File: src/rtl/fb_arb_pkg.sv
`timescale 1ns/1ps
package fb_arb_pkg;
   typedef enum logic [1:0] {
      FS_IDLE  = 2'd0,
      FS_PEND  = 2'd1,
      FS_GRANT = 2'd2,
      FS_FILL  = 2'd3
   } fetch_st_e;
endpackage

File: src/rtl/fb_addr_gen.sv
`timescale 1ns/1ps
module fb_addr_gen #(
   parameter int ADDR_W    = 16,
   parameter int BASE_ADDR = 0
) (
   input  logic              clk,
   input  logic              rst_n,
   input  logic              frame_start,
   input  logic              adv,
   output logic [ADDR_W-1:0] vid_addr
);
   localparam logic [ADDR_W-1:0] BASE = ADDR_W'(BASE_ADDR);

   always_ff @(posedge clk or negedge rst_n) begin
      if (!rst_n)
         vid_addr <= BASE;
      else if (frame_start)
         vid_addr <= BASE;
      else if (adv)
         vid_addr <= vid_addr + 1'b1;
   end
endmodule

File: src/rtl/fb_fetch_ctl.sv
`timescale 1ns/1ps
module fb_fetch_ctl
   import fb_arb_pkg::*;
(
   input  logic clk,
   input  logic rst_n,
   input  logic cpu_en,
   input  logic frame_start,
   input  logic need_word,
   output logic vid_req,
   output logic grant,
   output logic fill,
   output logic adv
);
   fetch_st_e st_q;

   always_ff @(posedge clk or negedge rst_n) begin
      if (!rst_n)
         st_q <= FS_IDLE;
      else if (frame_start)
         st_q <= FS_PEND;
      else begin
         case (st_q)
            FS_IDLE:  if (need_word) st_q <= FS_PEND;
            FS_PEND:  if (cpu_en)    st_q <= FS_GRANT;
            FS_GRANT: if (cpu_en)    st_q <= FS_FILL;
            default:                 st_q <= FS_IDLE;
         endcase
      end
   end

   always_comb begin
      vid_req = (st_q == FS_PEND) || (st_q == FS_GRANT);
      grant   = (st_q == FS_GRANT);
      fill    = (st_q == FS_FILL);
      adv     = grant && cpu_en && !frame_start;
   end
endmodule

File: src/rtl/fb_pix_shifter.sv
`timescale 1ns/1ps
module fb_pix_shifter #(
   parameter int WORD_W    = 32,
   parameter int LEAD      = 12,
   parameter bit MSB_FIRST = 1'b1
) (
   input  logic              clk,
   input  logic              rst_n,
   input  logic              frame_start,
   input  logic              pix_active,
   input  logic              fill,
   input  logic [WORD_W-1:0] rdata,
   output logic              need_word,
   output logic              pix
);
   localparam int CNT_W  = $clog2(WORD_W);
   localparam int REQ_AT = WORD_W - LEAD - 1;
   localparam logic [CNT_W-1:0] LAST   = CNT_W'(WORD_W - 1);
   localparam logic [CNT_W-1:0] REQ_CN = CNT_W'(REQ_AT);

   logic [WORD_W-1:0] sh_q, hold_q, sh_next;
   logic [CNT_W-1:0]  cnt_q;
   logic              sh_vld, hold_vld;

   generate
      if (MSB_FIRST) begin : g_msb
         assign pix     = sh_q[WORD_W-1];
         assign sh_next = {sh_q[WORD_W-2:0], 1'b0};
      end else begin : g_lsb
         assign pix     = sh_q[0];
         assign sh_next = {1'b0, sh_q[WORD_W-1:1]};
      end
   endgenerate

   assign need_word = pix_active && sh_vld && !hold_vld && !frame_start &&
                      (cnt_q == REQ_CN);

   always_ff @(posedge clk or negedge rst_n) begin
      if (!rst_n) begin
         sh_q     <= '0;
         hold_q   <= '0;
         cnt_q    <= '0;
         sh_vld   <= 1'b0;
         hold_vld <= 1'b0;
      end else if (frame_start) begin
         cnt_q    <= '0;
         sh_vld   <= 1'b0;
         hold_vld <= 1'b0;
      end else begin
         if (fill && !sh_vld) begin
            sh_q   <= rdata;
            cnt_q  <= '0;
            sh_vld <= 1'b1;
         end else if (pix_active && sh_vld) begin
            if (cnt_q == LAST) begin
               sh_q     <= hold_q;
               cnt_q    <= '0;
               sh_vld   <= hold_vld;
               hold_vld <= 1'b0;
            end else begin
               sh_q  <= sh_next;
               cnt_q <= cnt_q + 1'b1;
            end
         end
         if (fill && sh_vld) begin
            hold_q   <= rdata;
            hold_vld <= 1'b1;
         end
      end
   end
endmodule

File: src/rtl/fb_fetch_arbiter.sv
`timescale 1ns/1ps
module fb_fetch_arbiter #(
   parameter int WORD_W    = 32,
   parameter int ADDR_W    = 16,
   parameter int BASE_ADDR = 0,
   parameter int LEAD      = 12,
   parameter int CPU_RATIO = 3,
   parameter bit MSB_FIRST = 1'b1
) (
   input  logic              clk,
   input  logic              rst_n,
   input  logic              cpu_en,
   input  logic              frame_start,
   input  logic              pix_active,
   input  logic [ADDR_W-1:0] cpu_addr,
   input  logic              cpu_we,
   input  logic [WORD_W-1:0] cpu_wdata,
   output logic [ADDR_W-1:0] mem_addr,
   output logic              mem_we,
   output logic [WORD_W-1:0] mem_wdata,
   input  logic [WORD_W-1:0] mem_rdata,
   output logic              cpu_stall,
   output logic              vid_req,
   output logic              pix_out
);
   // worst path: wait for boundary, grant cycle, one latch cycle
   localparam int MIN_LEAD = 2 * CPU_RATIO + 2;

   generate
      if (WORD_W < 2) begin : g_bad_word
         $error("WORD_W must be at least 2");
      end
      if (CPU_RATIO < 1) begin : g_bad_ratio
         $error("CPU_RATIO must be at least 1");
      end
      if (LEAD < MIN_LEAD || LEAD > WORD_W - 1) begin : g_bad_lead
         $error("LEAD must lie between 2*CPU_RATIO+2 and WORD_W-1");
      end
      if (BASE_ADDR < 0 || BASE_ADDR >= (2 ** ADDR_W)) begin : g_bad_base
         $error("BASE_ADDR must fit in ADDR_W bits");
      end
   endgenerate

   logic              need_word, grant, fill, adv;
   logic [ADDR_W-1:0] vid_addr;

   fb_fetch_ctl i_ctl (
      .clk         (clk),
      .rst_n       (rst_n),
      .cpu_en      (cpu_en),
      .frame_start (frame_start),
      .need_word   (need_word),
      .vid_req     (vid_req),
      .grant       (grant),
      .fill        (fill),
      .adv         (adv)
   );

   fb_addr_gen #(
      .ADDR_W    (ADDR_W),
      .BASE_ADDR (BASE_ADDR)
   ) i_addr (
      .clk         (clk),
      .rst_n       (rst_n),
      .frame_start (frame_start),
      .adv         (adv),
      .vid_addr    (vid_addr)
   );

   fb_pix_shifter #(
      .WORD_W    (WORD_W),
      .LEAD      (LEAD),
      .MSB_FIRST (MSB_FIRST)
   ) i_shift (
      .clk         (clk),
      .rst_n       (rst_n),
      .frame_start (frame_start),
      .pix_active  (pix_active),
      .fill        (fill),
      .rdata       (mem_rdata),
      .need_word   (need_word),
      .pix         (pix_out)
   );

   always_comb begin
      cpu_stall = grant;
      mem_addr  = grant ? vid_addr : cpu_addr;
      mem_we    = cpu_we && !grant;
      mem_wdata = cpu_wdata;
   end
endmodule

File: config.mk
export PLATFORM = sky130hd
export DESIGN_NAME = fb_fetch_arbiter
export DESIGN_NICKNAME = d
export VERILOG_FILES = /design/src/rtl/fb_arb_pkg.sv /design/src/rtl/fb_addr_gen.sv /design/src/rtl/fb_fetch_ctl.sv /design/src/rtl/fb_pix_shifter.sv /design/src/rtl/fb_fetch_arbiter.sv
export SDC_FILE = /design/constraint.sdc
export NUM_CORES = 1
export LEC_CHECK = 0
export ABC_AREA = 0
export BUFFER_PORTS_ARGS = -buffer_cell sky130_fd_sc_hd__buf_2
export CORE_MARGIN = 4
export CORE_UTILIZATION = 50
export CTS_CLUSTER_SIZE = 28
export DETAILED_ROUTE_END_ITERATION = 8
export GPL_TIMING_DRIVEN = 0
export MAX_ROUTING_LAYER = met4
export PLACE_DENSITY = 0.77
export SLEW_MARGIN = 10
export SYNTH_ARGS = -nofsm -noshare
export SYNTH_HDL_FRONTEND = slang
export SYNTH_SLANG_ARGS = --single-unit
File: constraint.sdc
create_clock -name clk -period 4.7 [get_ports clk]
set_clock_uncertainty 0.2 [all_clocks]
set_input_delay 0.94 -clock clk [delete_from_list [all_inputs] [get_ports clk]]
set_output_delay 0.94 -clock clk [all_outputs]
set_load 0.1 [all_outputs]
; Word level (Yosys, flattened, before mapping)
; Index checks and enable logic that the tools add are counted.
[classes]
mux = 24
n_addsub = 2
n_reduce_logical = 26
n_eq_ne = 9
n_bitwise = 1
[ops]
columns = cell, count
row1 = 32-bit two-way mux, 3
row2 = 16-bit two-way mux, 3
row3 = 5-bit two-way mux, 4
row4 = 16-bit by 1-bit adder with 16-bit output (second input constant), 1
row5 = 3-bit nonzero test, 4
row6 = 5-bit == test (second input constant), 2
row7 = 1-bit logical AND, 9
row8 = 1-bit two-way mux, 9
row9 = 3-bit != test (second input constant), 3
row10 = 2-bit two-way mux, 4
row11 = 2-bit case mux with 3 select lines, 1
row12 = 2-bit AND reduction, 3
row13 = 3-bit AND reduction, 2
row14 = 5-bit by 1-bit adder with 5-bit output (second input constant), 1
row15 = 2-bit == test (second input constant), 2
row16 = 1-bit zero test, 4
row17 = 2-bit nonzero test, 2
row18 = 3-bit by 2-bit != test with 1-bit output (second input constant), 1
row19 = 2-bit by 1-bit == test with 1-bit output (second input constant), 1
row20 = 2-bit zero test, 1
row21 = 1-bit logical OR, 1
row22 = 1-bit NOT, 1
[totals]
out_inout_bits = 52
elab_cells = 69
input_bits = 86
ff_bits = 89

; Depth between registers and ports, before layout
; Gate-level depths: netlist of run 1.
[depth]
depth_word = 7
mapped_depth = 9
depth_no_buf = 7

; By module
; Synthesis of run 1 repeated with hierarchy kept, for this count alone.
[unflattened]
hier_cells = 403
area_unflattened_um2 = 5338.9
[by_module_without_submodules]
columns = module, instances, cells_per_inst, seq_area_each_um2, area_per_inst_um2
row1 = fb_pix_shifter, 1, 250, 1776.7, 3784.9
row2 = fb_addr_gen, 1, 82, 400.4, 872.1
row3 = fb_fetch_arbiter, 1, 51, 0.0, 494.2
row4 = fb_fetch_ctl, 1, 20, 50.0, 187.7

; Worst setup path after synthesis of run 1
; No wires, ideal clock.
[synth_path]
path_kind = register to output
start = register i_ctl.st_q[0]
end = output port mem_we
required_ns = 3.560
n_path_buf = 1
stages_incl_launch_ff = 5
path_slack_ns = 0.791
t_arrival_ns = 2.769
cell_sequence = dfrtp_1 inv_1 ha_1 clkbuf_1 nor2b_1
[synth_between]
elab_chain_cells = 3
[synth_rtl]
columns = item, line
row1 = from (decl), fb_fetch_ctl.sv:15  ; fetch_st_e st_q;
row2 = from (signal assigned), fb_fetch_ctl.sv:19  ; st_q <= FS_IDLE;
row3 = from (signal assigned), fb_fetch_ctl.sv:21  ; st_q <= FS_PEND;
row4 = from (signal assigned), fb_fetch_ctl.sv:24  ; FS_IDLE: if (need_word) st_q <= FS_PEND;
row5 = 2-bit == test, fb_fetch_ctl.sv:34  ; grant = (st_q == FS_GRANT);
row6 = via cpu_stall, fb_fetch_arbiter.sv:22  ; output logic cpu_stall,
row7 = 1-bit zero test, fb_fetch_arbiter.sv:88  ; mem_we = cpu_we && !grant;
row8 = 1-bit logical AND, fb_fetch_arbiter.sv:88
row9 = to (decl), fb_fetch_arbiter.sv:19  ; output logic mem_we,
; The timed path passes the listed nets, and every way through them passes these cells.

; Worst setup path after layout of run 1
[layout_path]
start = register i_ctl.st_q[0]
end = output port mem_addr[6]
[layout_between]
elab_chain_cells = 2
[layout_rtl]
columns = item, line
row1 = 2-bit == test, fb_fetch_ctl.sv:34
row2 = 16-bit two-way mux, fb_fetch_arbiter.sv:87  ; mem_addr = grant ? vid_addr : cpu_addr;
row3 = to (decl), fb_fetch_arbiter.sv:18  ; output logic [ADDR_W-1:0] mem_addr,
; No other way between the ends.

==> reports/metrics.csv, run 1 <==
metric,value,unit
cp_top_family,buffers and inverters,
synth_edf_count,0,
cts_setup_buffers,0,
crit_buf_inv,3,
gr-usage-all-layers,20.0,%
synth_cell_types,38,
drive_gt1_share,35.8,%
holdBufCountCts,0,
seqPwrFrac,39.2,%
die_h,106,um
pwr-share-clk,17.6,%
synthAdderAreaFrac,1.83,%
grt_pass1_wl,17900,um
max_stage_delay,0.45,ns
clk_pin_slew,0.10,ns
synth_common_cells,"dfrtp_1 (89), mux2_2 (52), nor2_1 (50), a21oi_1 (44), nand2_1 (43)",
min_path_type,register to register,
swShare,44.7,%
synth_top_area_share,46.6,%
layout_setup_ws,1.23,ns
grt_pass1_vias,3898,
first_pass_iters,4,
critPathCaptureType,output pin,
vias_per_cell,5.30,
yosysTopAreaCell,dfrtp_1,
vias,3853,
cts_tree,done,
dp_hpwl,7840,um
final_antenna_net_count,0,
status,finished clean,
synthSimpleGateAreaFrac,12.8,%
cp_max_fo,10,
crit_arrival,2.33,ns
period_share,73.9,%
hold_viol,0,
worstMarginPinSlew,0.680,ns
antenna_found_initial,0,
synth_compound_area_share,10.0,%
clock_path_buffers,2,
pre_cts_ws,1.61,ns
syn_inst,477,
htreeDepth,3,
whs,0.293,ns
drc,0,
drv_slew,0,
routabilityCongestion,0.816,
nFillCells,755,
row_count,35,
synth_flop_cell,dfrtp_1,
ys_async_sr_fraction,100,%
ios,138,
post_cts_resized,0,
dieArea,0.0112,mm2
ys_ff_latch,89,
tns,0,ns
cpMaxStageDelayCell,clkbuf_1,
ys_seq_area_share,46.6,%
power.share.combinational,43.2,%
area_delta_synth_final,19.0,%
cts_buffers,9,
dieWidth,106,um
p_int,1600,uW
placed_area,0.00548,mm2
post_drt_wl_per_cell,14.8,um
coreArea,0.00928,mm2
cts.sink_count,89,
power_density,510,mW/mm2
drt_iter0_drc,147,
power.net_switching,1290,uW
fmax,0.288,GHz
rsz0062_at_grt,no,
port_buffers,103,
timing.final.crit_period,3.47,ns
clkLatencyLatePin,0.36,ns
p_leak,0.00266,uW
synth_top_family_by_area,multiplexers,
overflow,0,
path_class,register to output pin,
synth_area_leaders,"dfrtp_1 (47%), mux2_2 (12%), mux2i_1 (6.5%)",
final_nets,685,
critPathRequiredTime,3.56,ns
routed_wirelength,10800,um
design_area,0.00568,mm2
netlist_area,0.00478,mm2
relSlewSlack,54.7,%
syn_avg_cell_area,10.0,um2
finalSetupViolCount,0,
grt_max_degree,47,
syn_nets,570,
path_cells,"inv_1, ha_1, clkbuf_1, mux2_2, buf_2",
yosysWarnings,0,
start_util,51.5,%
max-vdd-ir-drop,0.000289,V
maxCapViolCount,0,
cts-root-buf,clkbuf_8,
crit_path_start_kind,register,
synthMuxAreaShare,18.8,%
yosys.area_share.xor_xnor,1.83,%
synth_most_common_cell,dfrtp_1,
==> cell type report <==
type                            count  area [um2]  area share [%]
Inverter                            5        18.8           0.330
Antenna cell                        1        2.50          0.0440
Clock inverter                      7        72.6            1.28
Clock buffer                        9         124            2.18
Buffer                             60         369            6.49
Sequential cell                    89        2230            39.2
Timing Repair Buffer              104         546            9.60
Tap cell                          129         161            2.84
Multi-Input combinational cell    323        2160            38.0
==> routing by layer <==
| metal | part of all wire, % | GRT usage (%) |
|---|---|---|
| met1 | 44 | 24.6 |
| met2 | 48 | 32.7 |
| met3 | 6.9 | 4.84 |
| met4 | 0.49 | 6.20 |
| met5 | 0 | - |
==> cell families after synthesis <==
kind of cell / Yosys count
buffers and inverters: 65
adders and majority gates: 7
DFF: 89
muxes: 83
xor gates and xnor gates: 10
and+or+nand+nor: 133
AOI/OAI and AO/OA: 90
==> state kept, by name (all words and copies together) (netlist names) <==
register and count:
i_shift.hold_q 32, i_shift.sh_q 32, i_addr.vid_addr 16, i_shift.cnt_q 5
i_ctl.st_q 2, i_shift.hold_vld 1, i_shift.sh_vld 1
==> power by group through the flow <==
stage	logic, uW	registers [uW]	clock network, uW
2_1_floorplan	988	1140	0
3_3_place_gp	1210	1130	0
3_5_place_dp	1250	1150	0
4_1_cts	1260	1130	529
5_1_grt	1370	1170	563
6_report	1250	1140	509
==> worst min-delay path, cell delays in order, from the launching register on <==
cell and delay, ns:
dfrtp_1 0.35, nand2_1 0.05, o21ai_0 0.06
==> worst paths after layout <==
check / start / to / slack, ns / depth (start not counted)
worst min register to register: i_shift.sh_q[20] / i_shift.sh_q[20] / 0.29 / 2
max in group asynchronous: rst_n / i_shift.sh_q[23] / 3.28 / 2
min in group asynchronous: rst_n / i_addr.vid_addr[5] / 0.38 / 1
worst max-delay path: i_ctl.st_q[0] / mem_addr[6] / 1.23 / 5
worst min-delay path: i_shift.sh_q[20] / i_shift.sh_q[20] / 0.29 / 2
worst max register to register: i_shift.cnt_q[0] / i_shift.sh_q[14] / 2.08 / 9
==> cell usage in the layout (no fill, tap or decap), types with 2 or more instances in the layout <==
cell / instances
nand3_1: 8
inv_1: 5
dfrtp_1: 89
a21oi_1: 44
or3_1: 3
nor3b_1: 3
nand4_1: 4
xnor2_1: 7
nand2_1: 43
buf_4: 33
and3_1: 2
nor3_1: 3
mux2_2: 52
nor2_1: 50
a21o_1: 2
ha_1: 7
or3_2: 2
buf_1: 4
inv_8: 2
mux2i_1: 31
a211oi_1: 2
nor2b_1: 4
nand2b_1: 2
nor4_1: 4
clkinv_4: 2
clkbuf_8: 11
xor2_1: 3
o21ai_0: 37
buf_2: 105
clkbuf_1: 19
==> stage by stage <==
stage,util [%],total power (uW),instances
floorplan,-,2130,477
global placement,58.7,2340,709
detailed placement,59.1,2400,710
CTS,61.2,2920,726
global route,61.2,3100,726
finish,61.2,2900,727
(Power assumes the default switching activity.)
==> run 2, diff against run 1 <==
CORE_UTILIZATION = 47   (was 50)
PLACE_DENSITY = 0.76   (was 0.77)
clock period = 3.1 ns   (was 4.7 ns; I/O delays follow)
==> reports/metrics.csv, run 2 (synthesis gave the netlist of run 1 again) <==
metric,value,unit
status,finished clean,
power_density,769,mW/mm2
rsz0062_at_grt,no,
vias,3835,
critPathLaunch,i_ctl.st_q[0],
layout.cells.most_common_list,"buf_2 (105), dfrtp_1 (89), mux2_2 (52)",
cts.sink_count,89,
post_drt_wl_per_cell,14.6,um
dieWidth,109,um
clk_pin_slew,0.09,ns
max-vdd-ir-drop,0.000517,V
diodes,0,
dieArea,0.0118,mm2
crit_path_end,mem_addr[2],
grt_pass1_wl,17200,um
critPathCaptureType,output pin,
grt_pass1_vias,3827,
final_nets,685,
layout_setup_ws,0.212,ns
path_cells,"inv_1, ha_2, clkbuf_2, mux2_2, buf_2",
min_path_type,primary input to async pin,
cts-root-buf,clkbuf_8,
grt_max_degree,48,
antenna_found_initial,0,
p_leak,0.00266,uW
cpMaxStageDelayCell,dfrtp_1,
relSlewSlack,54.6,%
start_util,48.6,%
path_class,register to output pin,
finalSetupViolCount,0,
cts_setup_buffers,0,
reg2reg_slack,0.52,ns
final_antenna_net_count,0,
max_stage_delay,0.43,ns
tns,0,ns
dp_hpwl,7810,um
top_regs,"i_shift.hold_q x32, i_shift.sh_q x32, i_addr.vid_addr x16",
drc,0,
period_share,93.2,%
timing.final.crit_period,2.89,ns
gr-usage-all-layers,18.6,%
cts_buffers,9,
first_pass_iters,4,
crit_path_start_kind,register,
cts_tree,done,
fmax,0.346,GHz
overflow,0,
drv_slew,0,
crit_arrival,2.07,ns
vias_per_cell,5.25,
clkLatencyLatePin,0.35,ns
final_common_cell,buf_2,
worstMarginPinSlew,0.681,ns
htreeDepth,3,
routed_wirelength,10700,um
die_h,109,um
timing.rr.end,i_shift.sh_q[15],
pre_cts_ws,0.360,ns
coreArea,0.00982,mm2
r2r-start,i_shift.cnt_q[0],
drive_gt1_share,36.5,%
reg2reg_depth,9,
clock_path_buffers,2,
routabilityCongestion,0.824,
critPathRequiredTime,2.28,ns
row_count,36,
area_delta_synth_final,18.9,%
cp_max_fo,10,
ios,138,
drt_iter0_drc,153,
port_buffers,103,
hold_viol,0,
maxCapViolCount,0,
## run 2: cell types whose count changed in the layout (fill, tap and decap cells not counted), sizes merged
cell	previous run	this run
clkinv	3	2
diode	1	0
clkbuf	30	31
## run 2: repair_timing
item | in CTS | in global routing
gates resized for setup | 1 | 2
gates cloned | 0 | 0
endpoints found under the setup margin | 8 | 8
hold buffers | 0 | 0
## run 2: worst max-delay path: cells and delay by family (launching register included)
family                     cells  cell delay (ns)
adders and majority gates      1             0.24
buffers and inverters          3             0.67
DFF                            1             0.43
muxes                          1             0.37
## run 2: layer usage
| layer | part of all wire (%) | global-route usage (%) | up-vias |
|---|---|---|---|
| met1 | 41 | 22.6 | 1810 |
| met3 | 8.6 | 4.38 | 15 |
| met4 | 1.0 | 4.96 | 0 |
| met2 | 49 | 31.3 | 159 |
| met5 | 0 | - | - |
| li1 | - | - | 1851 |
## run 2: cell type report
class                           count  area [um2]
Fill cell                         856        4140
Tap cell                          133         166
Clock buffer                       10         138
Multi-Input combinational cell    323        2170
Inverter                            5        18.8
Timing Repair Buffer              104         546
Sequential cell                    89        2230
Clock inverter                      6        47.5
Buffer                             60         372
## run 2: power by group
part / internal, uW / switching (uW) / total [uW]
clock network: 322 / 421 / 743
logic: 596 / 1300 / 1900
registers: 1520 / 203 / 1730
## run 2: how the worst min path moves through the flow
stage	from	end	slack [ns]
after floorplan	rst_n	i_addr.vid_addr[0]	0.12
final	rst_n	i_addr.vid_addr[4]	0.05
after detailed placement	i_shift.sh_q[27]	i_shift.sh_q[27]	0.27
after global placement	i_shift.sh_q[27]	i_shift.sh_q[27]	0.26
after CTS	rst_n	i_addr.vid_addr[5]	0.06
after global routing	rst_n	i_addr.vid_addr[4]	0.07
## run 2: through the flow
step	util [%]	std cells	power [uW]	area [um2]	hold WS [ns]
2_1_floorplan	-	477	3230	4780	0.124
3_3_place_gp	55.6	713	3560	5460	0.262
3_5_place_dp	56.0	714	3650	5490	0.271
4_1_cts	57.8	730	4410	5680	0.0584
5_1_grt	57.9	730	4670	5680	0.0721
6_report	57.9	730	4370	5680	0.0469
